<file path="src/rtl/selfcheck_sub_pkg.sv">
package selfcheck_sub_pkg;

    typedef enum logic {
        STUCK_LO = 1'b0,
        STUCK_HI = 1'b1
    } stuck_lvl_e;

    typedef struct packed {
        logic diff;
        logic brw;
    } sub_res_t;

    typedef struct packed {
        logic       hit_diff;
        logic       hit_brw;
        stuck_lvl_e level;
    } flt_ctl_t;

    // Fault-free one-bit subtraction a - b - c.
    function automatic sub_res_t sub_bit(input logic a, input logic b, input logic c);
        sub_res_t r;
        r.diff = a ^ b ^ c;
        r.brw  = (~a & b) | (~a & c) | (b & c);
        return r;
    endfunction

    // Term predicted from the inputs alone; a healthy slice always has
    // XNOR(diff, brw) equal to its complement.
    function automatic logic predict_term(input logic a, input logic b, input logic c);
        return (a & ~b & ~c) | (~a & b & c);
    endfunction

    function automatic sub_res_t apply_fault(input sub_res_t raw, input flt_ctl_t f);
        sub_res_t r;
        r.diff = f.hit_diff ? logic'(f.level) : raw.diff;
        r.brw  = f.hit_brw  ? logic'(f.level) : raw.brw;
        return r;
    endfunction

endpackage

</file>
<file path="src/rtl/selfcheck_sub_slice.sv">
module selfcheck_sub_slice
    import selfcheck_sub_pkg::*;
(
    input  logic     a,
    input  logic     b,
    input  logic     c,
    input  flt_ctl_t flt,
    output sub_res_t res
);
    sub_res_t raw;

    always_comb begin
        raw = sub_bit(a, b, c);
        res = apply_fault(raw, flt);
    end
endmodule

</file>
<file path="src/rtl/selfcheck_sub_guard.sv">
module selfcheck_sub_guard
    import selfcheck_sub_pkg::*;
(
    input  logic     a,
    input  logic     b,
    input  logic     c,
    input  sub_res_t res,
    output logic     err
);
    logic same_out;
    logic pred;

    always_comb begin
        same_out = ~(res.diff ^ res.brw);
        pred     = predict_term(a, b, c);
        err      = ~(same_out ^ pred);
    end
endmodule

</file>
<file path="src/rtl/selfcheck_sub.sv">
module selfcheck_sub
    import selfcheck_sub_pkg::*;
#(
    parameter int WIDTH = 8
) (
    input  logic             clk,
    input  logic             rst,
    input  logic [WIDTH-1:0] a_in,
    input  logic [WIDTH-1:0] b_in,
    input  logic             borrow_in,
    input  logic [WIDTH-1:0] fdiff_en,
    input  logic [WIDTH-1:0] fbrw_en,
    input  logic [WIDTH-1:0] fault_level,
    output logic [WIDTH-1:0] diff_out,
    output logic             borrow_out,
    output logic [WIDTH-1:0] slice_err,
    output logic             err_any
);
    localparam int CHAIN = WIDTH + 1;

    logic [CHAIN-1:0] brw_chain;
    sub_res_t         res [WIDTH];
    flt_ctl_t         ctl [WIDTH];

    assign brw_chain[0] = borrow_in;

    for (genvar i = 0; i < WIDTH; i++) begin : g_slice
        always_comb begin
            ctl[i].hit_diff = fdiff_en[i];
            ctl[i].hit_brw  = fbrw_en[i];
            ctl[i].level    = stuck_lvl_e'(fault_level[i]);
        end

        selfcheck_sub_slice u_slice (
            .a   (a_in[i]),
            .b   (b_in[i]),
            .c   (brw_chain[i]),
            .flt (ctl[i]),
            .res (res[i])
        );

        selfcheck_sub_guard u_guard (
            .a   (a_in[i]),
            .b   (b_in[i]),
            .c   (brw_chain[i]),
            .res (res[i]),
            .err (slice_err[i])
        );

        assign diff_out[i]    = res[i].diff;
        assign brw_chain[i+1] = res[i].brw;
    end

    assign borrow_out = brw_chain[WIDTH];

    always_ff @(posedge clk) begin
        if (rst) err_any <= 1'b0;
        else     err_any <= |slice_err;
    end
endmodule

</file>
<file path="config.mk">
export PLATFORM = sky130hd
export DESIGN_NAME = selfcheck_sub
export DESIGN_NICKNAME = d
export VERILOG_FILES = /design/src/rtl/selfcheck_sub_pkg.sv /design/src/rtl/selfcheck_sub_slice.sv /design/src/rtl/selfcheck_sub_guard.sv /design/src/rtl/selfcheck_sub.sv
export SDC_FILE = /design/constraint.sdc
export NUM_CORES = 1
export LEC_CHECK = 0
export ABC_AREA = 1
export BUFFER_PORTS_ARGS = -buffer_cell sky130_fd_sc_hd__buf_2
export CORE_ASPECT_RATIO = 1.1
export CORE_MARGIN = 1.5
export CORE_UTILIZATION = 45
export DETAILED_ROUTE_END_ITERATION = 10
export HOLD_SLACK_MARGIN = 0.08
export PLACE_DENSITY_LB_ADDON = 0.08
export SLEW_MARGIN = 20
export SYNTH_ARGS = -nofsm -noshare
export SYNTH_HDL_FRONTEND = slang
export SYNTH_SLANG_ARGS = --single-unit
export TNS_END_PERCENT = 30
</file>
<file path="constraint.sdc">
create_clock -name clk -period 15.9 [get_ports clk]
set_input_delay 3.18 -clock clk [delete_from_list [all_inputs] [get_ports clk]]
set_output_delay 3.18 -clock clk [all_outputs]
set_load 0.01 [all_outputs]
</file>
==> results.md <==
- Starting Density: 47.3%
- Number of synthesized flops with an enable pin: 0
- Worst Path Buf+Inv: 6
- Total power: roughly 0.064 mW
- Worst path most repeated cell: nand2_1
- Gr usage total: 15.4%
- Biggest regs: err_any: 1 flops
- Avg WL per Cell: 7.29 µm
- VDD IR max: between 0.02 and 0.025 mV
- Vias in the first global route: 1361
- Largest family of logic cells by synthesized area: simple AND/OR/NAND/NOR gates
- Post-Route Setup TNS: 0 ns
- Yosys reg bits: 1
- Cells after DPL: 378
- Status: finished clean
- Register area share after synthesis: 1.39%
- Max-cap violation count: 0
- Commonest cells in the netlist: nand2_1, inv_1, ha_1
- FP Rows: 21
- Core region area: 3050 µm²
- Post-layout util: about 57%
- Routability cong.: around 0.84
- Period minus WS final: 11.19 ns
- Leakage power: 1.31 nW
- Global-route wire length before repair: 4860 µm
- Kind of critical path: in -> out
- Area leader, netlist: nand2_1
- YS warnings: 0
- Initial antenna violation count: 0
- Max FFs per register: 1
- Max frequency: between 80 and 90 MHz
- Vias per cell: 4.32
- Layout cells sized above 1: 19.5%
- Cts repair resizes: 0
- Mapped Area: 1440 µm²
- Simple-Gate Fraction of Synth Area: 48.2%
- Slowest stage delay, CP: 0.42 ns
- Reg with most FFs: err_any
- Share of the synthesized area in the top cell type: 39.1%
- Hold-fix buffers at CTS: 0
- Via count: 1634
- CP Launch Type: input port
- Mapped Cells: 292
- Count leader, synth: nand2_1
- Slew headroom: between 80% and 90%
- Largest net degree at the start of global routing: 6
- Final Hold Viols: 0
- GRT overflow: 0
- Top-level I/O count: around 60
- Clk pin slew, worst setup/hold paths: 0 ns
- Synth Area in XOR/XNOR: 0%
- # diodes: 0
- Final WL: 2750 µm
- DR pass1 iterations: 4
- Synth unique cells: 16
- Syn Nets: 358
- Layout area overhead: 19.6%
- Final Max Slew Viols: 0
- DP HPWL: about 2600 µm
- Crit path max-delay cell type: fa_1
- Drt drc: 0
- Antenna Nets Post-Route: 0
- Post-CTS setup buffers: 0
- Pwr per Cell Area: about 37 nW/µm²
- DRT iter0 DRCs: 59
- RSZ-0062 raised after global routing: no
- Top post-synthesis cells by area: nand2_1, inv_1, ha_1
- WP data required: 12.72 ns
- DIE AREA: 3550 µm²
- Multiplexer area fraction after synthesis: 0%
- Async set-reset flop share out of synthesis: 0%
- Compound-Gate Fraction of Synth Area: 2.86%
- Die Height: 62.4 µm
- Main synth FF type: dfxtp_1
- CP arrival: around 8.0 ns
- Non-filler cells, final: 378
- Post-synthesis area per instance: a little under 5 µm²
- Worst Tran Pin Value: around 0.22 ns
- Nets: 412
- CP delay by family, top: adder cells
- Final period utilization: 70.4%
- Post-Synth Adder-Cell Area: 23.6%
- Maximum fanout along the worst path: 5
- CP Capture Type: primary output
- Hold Path Class: in -> reg
- Die width: 57.0 µm
- Quantity of I/O buffers inserted on ports: 60
- Final number of setup-violating endpoints: 0
## cell type report
type,count,area (µm²)
fill,352,1320
multi-input combinational,207,1080
timing repair buffer,60,300
inverter,76,285
tap,34,42.5
sequential,1,20.0
## placed cells by master (no fill, tap or decap), drive strengths merged, types with 2 or more instances in the layout
| cell type | Yosys | routed |
|---|---|---|
| o21ai | 4 | 4 |
| inv | 76 | 76 |
| fa | 7 | 7 |
| nor2 | 12 | 12 |
| nand2 | 152 | 152 |
| a21oi | 2 | 2 |
| ha | 16 | 16 |
| buf | 8 | 60 |
| nand3 | 12 | 12 |
## where the power goes
group,total (mW),switching (mW),internal [mW]
sequential,0.00282,0.0000495,0.00277
combinational,0.0608,0.0366,0.0241
clock,0,0,0
## path summary, 6_finish.rpt
kind / from / endpoint / slack (ns) / depth (start not counted)
worst max-delay path: a_in[0] / slice_err[7] / 4.71 / 33
worst min-delay path: rst / err_any / 3.34 / 2
## routing by layer
layer,vias up,GRT usage [%],share of wire [%]
li1,922,-,-
met1,676,20.1,49
met2,36,29.9,47
met3,0,0,3.7
met4,0,0,0
met5,-,0,0
## cells by family (layout without fill, tap and decap cells)
logic type               Yosys count  in the layout
adder cells (fa/ha/maj)           23             23
buffers and inverters             84            136
AO/OA/AOI/OAI                      6              6
AND/OR/NAND/NOR                  178            178
flip-flops                         1              1
## through the flow
step / cell area [µm²] / hold WS (ns) / setup WS [ns]
after floorplan: 1440 / 3.24 / 5.15
after global placement: 1720 / 3.34 / 4.85
after detailed placement: 1720 / 3.34 / 4.68
after CTS: 1720 / 3.34 / 4.70
after global routing: 1720 / 3.35 / 4.29
final: 1720 / 3.34 / 4.71
Note: power is estimated with default switching activity, not from simulation.
